[src/rtl/stlink_pkg.sv]
package stlink_pkg;

    localparam int OVS         = 16;
    localparam int DATA_BITS   = 7;
    localparam int FRAME_BITS  = DATA_BITS + 2;
    localparam int LOST_FRAMES = 8;

    // Field order fixes the bit position on the line: wdog_ok is bit 0.
    typedef struct packed {
        logic cpu_fail_n;
        logic sup12_ok;
        logic sup5_ok;
        logic cpu_run_n;
        logic cpu_stat_n;
        logic temp_bad_n;
        logic wdog_ok;
    } crate_stat_t;

    localparam crate_stat_t SAFE_STAT = '0;

    typedef enum logic [1:0] {
        RX_IDLE,
        RX_START,
        RX_DATA,
        RX_STOP
    } rx_state_e;

    function automatic int tick_div(input int clk_hz, input int baud);
        int d;
        d = clk_hz / (baud * OVS);
        return (d < 2) ? 2 : d;
    endfunction

endpackage

[src/rtl/stlink_tick.sv]
module stlink_tick #(
    parameter int DIV = 4
) (
    input  logic clk,
    input  logic rst,
    output logic tick_o
);
    localparam int CW = (DIV > 2) ? $clog2(DIV) : 1;

    logic [CW-1:0] cnt;

    always_ff @(posedge clk) begin
        if (rst) begin
            cnt    <= '0;
            tick_o <= 1'b0;
        end else begin
            tick_o <= (cnt == CW'(DIV - 1));
            if (cnt == CW'(DIV - 1)) cnt <= '0;
            else                     cnt <= cnt + 1'b1;
        end
    end

    // ticks are isolated pulses, so a bit lasts OVS*DIV cycles
    tick_isolated_chk: assert property (@(posedge clk) disable iff (rst)
        tick_o |=> !tick_o);

endmodule

[src/rtl/stlink_tx.sv]
module stlink_tx
    import stlink_pkg::*;
(
    input  logic        clk,
    input  logic        rst,
    input  logic        tick_i,
    input  crate_stat_t stat_i,
    output logic        txd_o,
    output crate_stat_t word_o
);
    localparam int SUB_W = $clog2(OVS);

    logic             busy;
    logic [SUB_W-1:0] sub;
    logic [3:0]       idx;
    crate_stat_t      word;
    logic [2:0]       dsel;
    logic             bit_end;
    logic             frame_end;

    assign bit_end   = tick_i && (sub == SUB_W'(OVS - 1));
    assign frame_end = bit_end && (idx == 4'(FRAME_BITS - 1));

    always_ff @(posedge clk) begin
        if (rst) begin
            busy <= 1'b0;
            sub  <= '0;
            idx  <= '0;
            word <= SAFE_STAT;
        end else if (!busy || frame_end) begin
            busy <= 1'b1;
            word <= stat_i;
            idx  <= '0;
            sub  <= '0;
        end else if (tick_i) begin
            sub <= sub + 1'b1;
            if (bit_end) idx <= idx + 1'b1;
        end
    end

    assign dsel = 3'(idx - 4'd1);

    always_comb begin
        if (!busy)                            txd_o = 1'b1;
        else if (idx == 4'd0)                 txd_o = 1'b0;
        else if (idx == 4'(FRAME_BITS - 1))   txd_o = 1'b1;
        else                                  txd_o = word[dsel];
    end

    assign word_o = word;

    // the captured word holds for a whole frame
    word_hold_chk: assert property (@(posedge clk) disable iff (rst)
        (busy && !frame_end) |=> $stable(word_o));

    // the next start bit follows a stop bit at once
    back_to_back_chk: assert property (@(posedge clk) disable iff (rst)
        frame_end |=> !txd_o);

endmodule

[src/rtl/stlink_rx.sv]
module stlink_rx
    import stlink_pkg::*;
(
    input  logic        clk,
    input  logic        rst,
    input  logic        tick_i,
    input  logic        rxd_i,
    output logic        valid_o,
    output logic        ferr_o,
    output crate_stat_t data_o
);
    localparam int SUB_W = $clog2(OVS);
    localparam logic [SUB_W-1:0] HALF = SUB_W'(OVS / 2 - 1);
    localparam logic [SUB_W-1:0] LAST = SUB_W'(OVS - 1);

    logic [1:0]           sync;
    logic                 rxs;
    rx_state_e            st;
    logic [SUB_W-1:0]     sub;
    logic [2:0]           idx;
    logic [DATA_BITS-1:0] sh;

    always_ff @(posedge clk) begin
        if (rst) sync <= 2'b11;
        else     sync <= {sync[0], rxd_i};
    end
    assign rxs = sync[1];

    always_ff @(posedge clk) begin
        if (rst) begin
            st      <= RX_IDLE;
            sub     <= '0;
            idx     <= '0;
            sh      <= '0;
            valid_o <= 1'b0;
            ferr_o  <= 1'b0;
        end else begin
            valid_o <= 1'b0;
            ferr_o  <= 1'b0;
            if (tick_i) begin
                unique case (st)
                    RX_IDLE: begin
                        if (!rxs) begin
                            st  <= RX_START;
                            sub <= '0;
                        end
                    end
                    RX_START: begin
                        if (sub == HALF) begin
                            sub <= '0;
                            idx <= '0;
                            st  <= rxs ? RX_IDLE : RX_DATA;
                        end else begin
                            sub <= sub + 1'b1;
                        end
                    end
                    RX_DATA: begin
                        if (sub == LAST) begin
                            sub <= '0;
                            sh  <= {rxs, sh[DATA_BITS-1:1]};
                            if (idx == 3'(DATA_BITS - 1)) st <= RX_STOP;
                            else                          idx <= idx + 1'b1;
                        end else begin
                            sub <= sub + 1'b1;
                        end
                    end
                    RX_STOP: begin
                        if (sub == LAST) begin
                            sub <= '0;
                            st  <= RX_IDLE;
                            if (rxs) valid_o <= 1'b1;
                            else     ferr_o  <= 1'b1;
                        end else begin
                            sub <= sub + 1'b1;
                        end
                    end
                    default: st <= RX_IDLE;
                endcase
            end
        end
    end

    assign data_o = crate_stat_t'(sh);

    // one acceptance pulse per frame
    valid_pulse_chk: assert property (@(posedge clk) disable iff (rst)
        valid_o |=> !valid_o);

    // a frame with a low stop bit is never accepted
    bad_stop_chk: assert property (@(posedge clk) disable iff (rst)
        ferr_o |-> !valid_o);

    // a rejected start returns to idle without accepting anything
    start_reject_chk: assert property (@(posedge clk) disable iff (rst)
        (st == RX_START && tick_i && sub == HALF && rxs) |=> (st == RX_IDLE && !valid_o));

endmodule

[src/rtl/stlink_watch.sv]
module stlink_watch
    import stlink_pkg::*;
(
    input  logic        clk,
    input  logic        rst,
    input  logic        tick_i,
    input  logic        valid_i,
    input  crate_stat_t data_i,
    output logic        lost_o,
    output crate_stat_t byte_o
);
    localparam int LIMIT = LOST_FRAMES * FRAME_BITS * OVS;
    localparam int CW    = $clog2(LIMIT + 1);

    logic [CW-1:0] cnt;
    crate_stat_t   hold;

    always_ff @(posedge clk) begin
        if (rst) begin
            cnt    <= '0;
            lost_o <= 1'b1;
            hold   <= SAFE_STAT;
        end else if (valid_i) begin
            cnt    <= '0;
            lost_o <= 1'b0;
            hold   <= data_i;
        end else if (tick_i && !lost_o) begin
            if (cnt == CW'(LIMIT - 1)) begin
                cnt    <= '0;
                lost_o <= 1'b1;
            end else begin
                cnt <= cnt + 1'b1;
            end
        end
    end

    assign byte_o = lost_o ? SAFE_STAT : hold;

    // a good frame clears the lost flag
    recover_chk: assert property (@(posedge clk) disable iff (rst)
        valid_i |=> !lost_o);

    // the flag only rises when no frame is accepted
    lost_rise_chk: assert property (@(posedge clk) disable iff (rst)
        $rose(lost_o) |-> $past(!valid_i));

    // once lost, it stays lost until a good frame
    lost_sticky_chk: assert property (@(posedge clk) disable iff (rst)
        (lost_o && !valid_i) |=> lost_o);

endmodule

[src/rtl/crate_status_link.sv]
module crate_status_link
    import stlink_pkg::*;
#(
    parameter int CLK_HZ = 125_000_000,
    parameter int BAUD   = 9600
) (
    input  logic        clk,
    input  logic        rst,
    input  logic        wdog_ok_i,
    input  logic        temp_bad_n_i,
    input  logic        cpu_stat_n_i,
    input  logic        cpu_run_n_i,
    input  logic        sup5_ok_i,
    input  logic        sup12_ok_i,
    input  logic        cpu_fail_n_i,
    input  logic        ser_rx_i,
    output logic        ser_tx_o,
    output logic [15:0] stat_reg_o,
    output logic        link_lost_o
);
    localparam int TICK_DIV = tick_div(CLK_HZ, BAUD);

    logic        tick;
    crate_stat_t local_stat;
    crate_stat_t tx_word;
    crate_stat_t rx_data;
    crate_stat_t rx_byte;
    logic        rx_valid;
    logic        rx_ferr;

    always_comb begin
        local_stat.wdog_ok    = wdog_ok_i;
        local_stat.temp_bad_n = temp_bad_n_i;
        local_stat.cpu_stat_n = cpu_stat_n_i;
        local_stat.cpu_run_n  = cpu_run_n_i;
        local_stat.sup5_ok    = sup5_ok_i;
        local_stat.sup12_ok   = sup12_ok_i;
        local_stat.cpu_fail_n = cpu_fail_n_i;
    end

    stlink_tick #(.DIV(TICK_DIV)) u_tick (
        .clk    (clk),
        .rst    (rst),
        .tick_o (tick)
    );

    stlink_tx u_tx (
        .clk    (clk),
        .rst    (rst),
        .tick_i (tick),
        .stat_i (local_stat),
        .txd_o  (ser_tx_o),
        .word_o (tx_word)
    );

    stlink_rx u_rx (
        .clk     (clk),
        .rst     (rst),
        .tick_i  (tick),
        .rxd_i   (ser_rx_i),
        .valid_o (rx_valid),
        .ferr_o  (rx_ferr),
        .data_o  (rx_data)
    );

    stlink_watch u_watch (
        .clk     (clk),
        .rst     (rst),
        .tick_i  (tick),
        .valid_i (rx_valid && !rx_ferr),
        .data_i  (rx_data),
        .lost_o  (link_lost_o),
        .byte_o  (rx_byte)
    );

    assign stat_reg_o = {1'b0, tx_word, 1'b0, rx_byte};

    // a lost link always shows the watchdog as not good
    lost_safe_chk: assert property (@(posedge clk) disable iff (rst)
        link_lost_o |-> !stat_reg_o[0]);

endmodule

[config.mk]
export PLATFORM = sky130hd
export DESIGN_NAME = crate_status_link
export DESIGN_NICKNAME = d
export VERILOG_FILES = /design/src/rtl/stlink_pkg.sv /design/src/rtl/stlink_tick.sv /design/src/rtl/stlink_tx.sv /design/src/rtl/stlink_rx.sv /design/src/rtl/stlink_watch.sv /design/src/rtl/crate_status_link.sv
export SDC_FILE = /design/constraint.sdc
export NUM_CORES = 1
export LEC_CHECK = 0
export BUFFER_PORTS_ARGS = -buffer_cell sky130_fd_sc_hd__buf_2
export CAP_MARGIN = 20
export CORE_ASPECT_RATIO = 0.5
export CORE_MARGIN = 3
export CORE_UTILIZATION = 25
export DETAILED_ROUTE_END_ITERATION = 12
export PLACE_DENSITY_LB_ADDON = 0.12
export SLEW_MARGIN = 0
export SYNTH_ARGS = -nofsm -noshare
export SYNTH_HDL_FRONTEND = slang
export SYNTH_SLANG_ARGS = --single-unit
[constraint.sdc]
create_clock -name clk -period 1.63 [get_ports clk]
set_input_delay 0.326 -clock clk [delete_from_list [all_inputs] [get_ports clk]]
set_output_delay 0.326 -clock clk [all_outputs]
set_load 0.005 [all_outputs]
## Word-level counts from Yosys, hierarchy flattened

Cells that the tools add are included.

| storage, ports and cells | value |
|---|---|
| input port bits | 10 |
| memories | 0 |
| bits in registers | 66 |
| bits in writable memories | 0 |
| logic and storage cells | 106 |
| memory bits (read-only) | 0 |
| bits in latches | 0 |
| output and inout port bits | 18 |

| operators by class | value |
|---|---|
| eq/ne operators | 16 |
| add/sub/neg operators | 7 |
| multiply operators | 0 |
| shift operators | 0 |
| divide/modulo/power cells | 0 |
| muxes and demuxes | 27 |
| magnitude comparators | 1 |
| bitwise logic cells | 3 |
| reductions and logical operators | 24 |

Operators by type and width:

| cell | number |
|---|---|
| adder 4 x 1 -> 4 bit, second input constant | 3 |
| == test 4 bit, second input constant | 3 |
| two-way mux 2 bit | 6 |
| two-way mux 4 bit | 3 |
| one-hot mux 4 bit (3 select lines) | 1 |
| adder 11 x 1 -> 11 bit, second input constant | 1 |
| == test 11 bit, second input constant | 1 |
| two-way mux 11 bit | 1 |
| adder 10 x 1 -> 10 bit, second input constant | 1 |
| == test 10 bit, second input constant | 1 |
| two-way mux 1 bit | 9 |
| two-way mux 3 bit | 3 |
| inequality test 2 x 1 -> 1 bit, second input constant | 4 |
| one-hot mux 2 bit (4 select lines) | 1 |
| OR reduction 2 bit | 4 |
| two-way mux 7 bit | 1 |
| one-hot mux 3 bit (2 select lines) | 1 |
| AND reduction 2 bit | 3 |
| AND reduction 6 bit | 1 |
| nonzero test 2 bit | 3 |
| AND reduction 5 bit | 1 |
| == test 2 bit, second input constant | 2 |
| == test 4 x 3 -> 1 bit, second input constant | 1 |
| logical AND 1 bit | 4 |
| other kinds (14) | 19 |

## Depth between registers and ports, before layout

| logic depth | value |
|---|---|
| depth after elaboration | 6 |
| gate-level depth with buffers | 7 |
| depth with buffers taken out | 6 |

## Modules after synthesis

A second synthesis with hierarchy kept.

| unflattened totals | value |
|---|---|
| cell total of the unflattened synthesis | 343 |
| area total of the unflattened synthesis | 3098.0 µm² |

By module, submodules not included:

| module | sequential area each (µm²) | area an instance (µm²) | cells each | instances |
|---|---|---|---|---|
| stlink_rx | 400.4 | 924.6 | 108 | 1 |
| stlink_watch | 380.4 | 875.8 | 96 | 1 |
| stlink_tx | 320.3 | 778.2 | 80 | 1 |
| stlink_tick | 220.2 | 486.7 | 55 | 1 |
| crate_status_link | 0.0 | 32.5 | 4 | 1 |

## Worst setup path after synthesis

No wires, ideal clock.

| path | value |
|---|---|
| kind | register to output |
| start | register u_tx.idx[0] |
| end | output ser_tx_o |
| arrival time | 1.405 ns |
| path buffers | 0 |
| cell stages (with the launch flop) | 7 |
| required time | 1.304 ns |
| setup slack | -0.101 ns |
| cells stage by stage | dfxtp_1 inv_1 ha_1 mux2i_1 o2111ai_1 o21ai_0 o21ai_0 |

| on the way | value |
|---|---|
| cells in the longest elaborated chain, start to end | 6 |
| elaborated cells between the ends (all ways) | 8 |
| those cells by class | 1 x add/sub; 1 x eq/ne; 5 x mux; 1 x reduce/logical |

RTL lines:

| item | RTL line | text |
|---|---|---|
| start: declaration | stlink_tx.sv:15 | `logic [3:0] idx;` |
| start signal: assignment | stlink_tx.sv:37 | `if (bit_end) idx <= idx + 1'b1;` |
| subtractor 3 x 1 -> 3 bit | stlink_tx.sv:41 | `assign dsel = 3'(idx - 4'd1);` |
| net u_tx.dsel[0] | stlink_tx.sv:17 | `logic [2:0] dsel;` |
| binary-select mux 1 bit (select 3 bit) | stlink_tx.sv:47 | `else txd_o = word[dsel];` |
| two-way mux 1 bit (implied by the code) | stlink_tx.sv:47 |  |
| two-way mux 1 bit | stlink_tx.sv:46 | `else if (idx == 4'(FRAME_BITS - 1)) txd_o = 1'b1;` |
| two-way mux 1 bit | stlink_tx.sv:45 | `else if (idx == 4'd0) txd_o = 1'b0;` |
| two-way mux 1 bit | stlink_tx.sv:44 | `if (!busy) txd_o = 1'b1;` |
| end: declaration | crate_status_link.sv:17 | `output logic ser_tx_o,` |

The timed path passes the listed nets, and every way through them passes these cells. The select of a mux whose other input is x is not followed.

## Worst setup path after layout

Same ends and word-level chain as after synthesis.

==> metrics.md <==
| Metric | Value |
|---|---|
| Largest net degree at the start of global routing | `20` |
| Largest family of logic cells by synthesized area | `simple AND/OR/NAND/NOR gates` |
| Cells after synthesis | `326` |
| Clk sinks | `66` |
| CTS tree | `done` |
| Final WS setup | `-0.291 ns` |
| Slew margin rel. | `0.634` |
| Pre-antenna DRT Iters | `4` |
| CP required | `1.30 ns` |
| Grt total ovfl | `0` |
| Final wirelength | `approximately 6.5 mm` |
| TritonCTS Buffers | `9` |
| Layout cell share with drive strength beyond 1 | `0.255` |
| Post-synthesis sequential area ratio | `0.445` |
| Total power | `3.74 mW` |
| Critical path launch point type | `flip-flop` |
| Fillcell total | `1175` |
| Reg clk slew, reported paths | `0.05 ns` |
| Die W | `around 160 um` |
| Max H-tree Level | `3` |
| Least-Margin Pin Slew | `0.545 ns` |
| Crit path DAT | `1.60 ns` |
| Die area | `roughly 13000 um^2` |
| Compound-Gate Fraction of Synth Area | `0.0788` |
| N_diodes | `0` |
| Hold Path Class | `primary input to flip-flop` |
| Status | `finished, violations left` |
| Worst Path Buf+Inv | `3` |
| Vias in the first global route | `2383` |
| Hold-fix buffers, CTS | `0` |
| Fmax achieved | `0.520 GHz` |
| First-pass GRT wire length | `approximately 11 mm` |
| Most common cell after layout, fill and taps aside | `dfxtp_1` |
| Layout Nets | `approximately 400` |
| Post-synth top flop | `dfxtp_1` |
| I/O pin total | `28` |
| Synthesized area per cell | `9.11 um^2` |
| P&R area growth vs syn | `27.7%` |
| Fin crit share | `1.18` |
| # rows | `27` |
| Max-Cap Viols | `0` |
| CP delay by family, top | `flip-flops` |
| Total GRT Usage | `0.105` |
| Worst path max stage delay | `0.34 ns` |
| Most frequent cells in the layout | `dfxtp_1, nor2_1, nand2_1` |
| Detail Route Antenna Nets | `0` |
| Clock Skews | `0.00631 ns` |
| Failing checks | `negative setup slack` |
| Via count | `2341` |
| Final setup violation count | `1` |
| Mapped Area | `2970 um^2` |
| FFs w/ async S/R, synth | `0` |
| PortBufs | `25` |
| RSZ-0062 raised after global routing | `yes` |
| Yosys reg bits | `66` |
| Starting Density | `0.263` |
| Vert. Die Dim | `approximately 83 um` |
| Core area | `11300 um^2` |
| CTS Root Cell | `clkbuf_16` |
| Simple-Gate Fraction of Synth Area | `0.243` |
| Mux cell area share after synthesis | `0.0649` |
| Seq. cell area | `1330 um^2` |
| DR iter-0 viols | `86` |
| Wire per inst | `approximately 12 um` |
| Synth Area in XOR/XNOR | `0.0767` |
| Routability Congestion | `around 0.79` |
| Area of the multi-input gates | `1580 um^2` |
| Min Clock Period, post-route | `a little under 2 ns` |
| Crit path kind | `flip-flop to output pin` |
| Setup crit end kind | `output pin` |
| Area share of fa/ha/maj cells after synthesis | `0.0421` |
| Via density | `4.37` |
| Clk_lat worst skew | `about 0.33 ns` |
| Initial antenna violation count | `0` |
| Fin util | `0.336` |
| Placed wire-length estimate | `4.77 mm` |
| Max-slew violations | `0` |
| Crit path cell chain | `inv_2 -> buf_4 -> ha_4 -> a211oi_2 -> a21oi_1 -> nor2_1 -> o21ai_1 -> buf_2` |
| Pleak | `between 1 and 1.5 nW` |
| Peak VDD IR | `0.000386 V` |
| Number of flops mapped to enable cells by yosys | `0` |
| CP max FO | `3` |
| Detailed-route DRC error count | `0` |
| Netlist cell types | `48` |
| Final Hold Fails | `0` |
| Ys Warns | `0` |
| Max Buffers Root-to-Sink | `2` |
| Slowest CP cell | `dfxtp_2` |
| PwrDens | `986 nW/um^2` |
==> power breakdown <==
group	switching (mW)	internal (mW)	leakage, nW	total [mW]
clock	0.703	1.26	0.145	1.97
sequential	0.0195	1.63	0.536	1.65
combinational	0.0624	0.0554	0.709	0.118
total	0.784	2.95	1.39	3.74
==> area by class of cell <==
cell class	count	area share
Multi-Input combinational cell	232	0.416
Timing Repair Buffer	51	0.0898
Tap cell	159	0.0525
Clock buffer	12	0.0677
Inverter	12	0.0119
Clock inverter	4	0.0132
Sequential cell	66	0.350
==> cell families (layout without fill, tap and decap cells) <==
group	count (synthesis)	in the layout
AND/OR/NAND/NOR	141	141
flip-flops	66	66
multiplexers	18	18
other	1	2
AO/OA/AOI/OAI	35	35
XOR/XNOR	26	26
adder cells (fa/ha/maj)	10	10
buffers and inverters	29	79
==> routing by layer <==
layer,vias up,global-route usage,share of wire
li1,1195,-,-
met1,1101,0.131,0.51
met2,32,0.162,0.44
met3,13,0.0433,0.038
met4,0,0.0378,0.016
met5,-,0,0
==> cells in the mapped netlist (2+ instances only) <==
library cell	instances	share of area
a211oi_1	4	0.010
a21oi_1	14	0.024
a21oi_2	2	0.0059
a31oi_1	2	0.0042
and2_1	2	0.0042
and4_1	2	0.0059
buf_2	4	0.0067
buf_4	6	0.015
clkbuf_1	6	0.0076
dfxtp_1	66	0.45
ha_1	10	0.042
inv_1	12	0.015
mux2i_1	17	0.057
nand2_1	34	0.043
nand2b_1	2	0.0042
nand3_1	10	0.017
nand3b_1	5	0.013
nand4_1	5	0.011
nor2_1	42	0.053
nor2_2	6	0.013
nor2b_1	10	0.021
nor3_1	5	0.0084
nor4_1	6	0.013
o21ai_0	5	0.0084
or2_2	2	0.0042
xnor2_1	16	0.047
xor2_1	10	0.029
==> worst reg2reg max path: stages (launching register included) <==
cell and delay (ns):
dfxtp_1 0.41, ha_4 0.19, nand4_4 0.13, o31ai_4 0.30, buf_12 0.17, mux2i_1 0.18
nor2_1 0.06
==> final timing paths <==
check	startpoint	end	slack [ns]	cells past startpoint
worst max-delay path	u_tx.idx[0]$_SDFFE_PP0P_	ser_tx_o	-0.29	8
worst min-delay path	ser_rx_i	u_rx.sync[0]$_SDFF_PP1_	0.21	2
worst max register to register	u_tx.sub[0]$_SDFFE_PP0P_	u_tx.word_o[2]$_SDFFE_PP0P_	0.07	6
worst min register to register	u_rx.sync[0]$_SDFF_PP1_	u_rx.sync[1]$_SDFF_PP1_	0.41	1
==> sequential cells by signal, indices dropped and copies added (netlist names), named ones only <==
register / count
u_rx.sub: 4
u_tick.tick_o: 1
u_tx.word_o: 7
u_watch.hold: 7
u_tx.idx: 4
u_rx.ferr_o: 1
u_tx.busy: 1
u_rx.sync: 2
u_watch.cnt: 11
u_watch.lost_o: 1
u_rx.data_o: 7
u_tx.sub: 4
u_rx.valid_o: 1
u_tick.cnt: 10
u_rx.st: 1
u_rx.idx: 3
==> through the flow <==
step	setup slack, ns	std cells	setup TNS (ns)	hold WS [ns]	instance area (um^2)
6_report	-0.291	536	-0.291	0.205	3790
5_1_grt	-0.463	536	-0.467	0.196	3790
4_1_cts	-0.300	535	-0.300	0.190	3750
3_5_place_dp	-0.0915	518	-0.110	0.395	3390
3_3_place_gp	-0.0323	518	-0.192	0.392	3390
2_1_floorplan	-0.0000659	327	-0.0000659	0.389	2970
==> what timing repair did <==
| item | CTS | global route |
|---|---|---|
| pin swaps | 4 | 5 |
| endpoints found under the setup margin | 8 | 37 |
| buffers inserted | 1 | 1 |
| gates resized for setup | 10 | 9 |
Power figures use the tool's default switching activity.
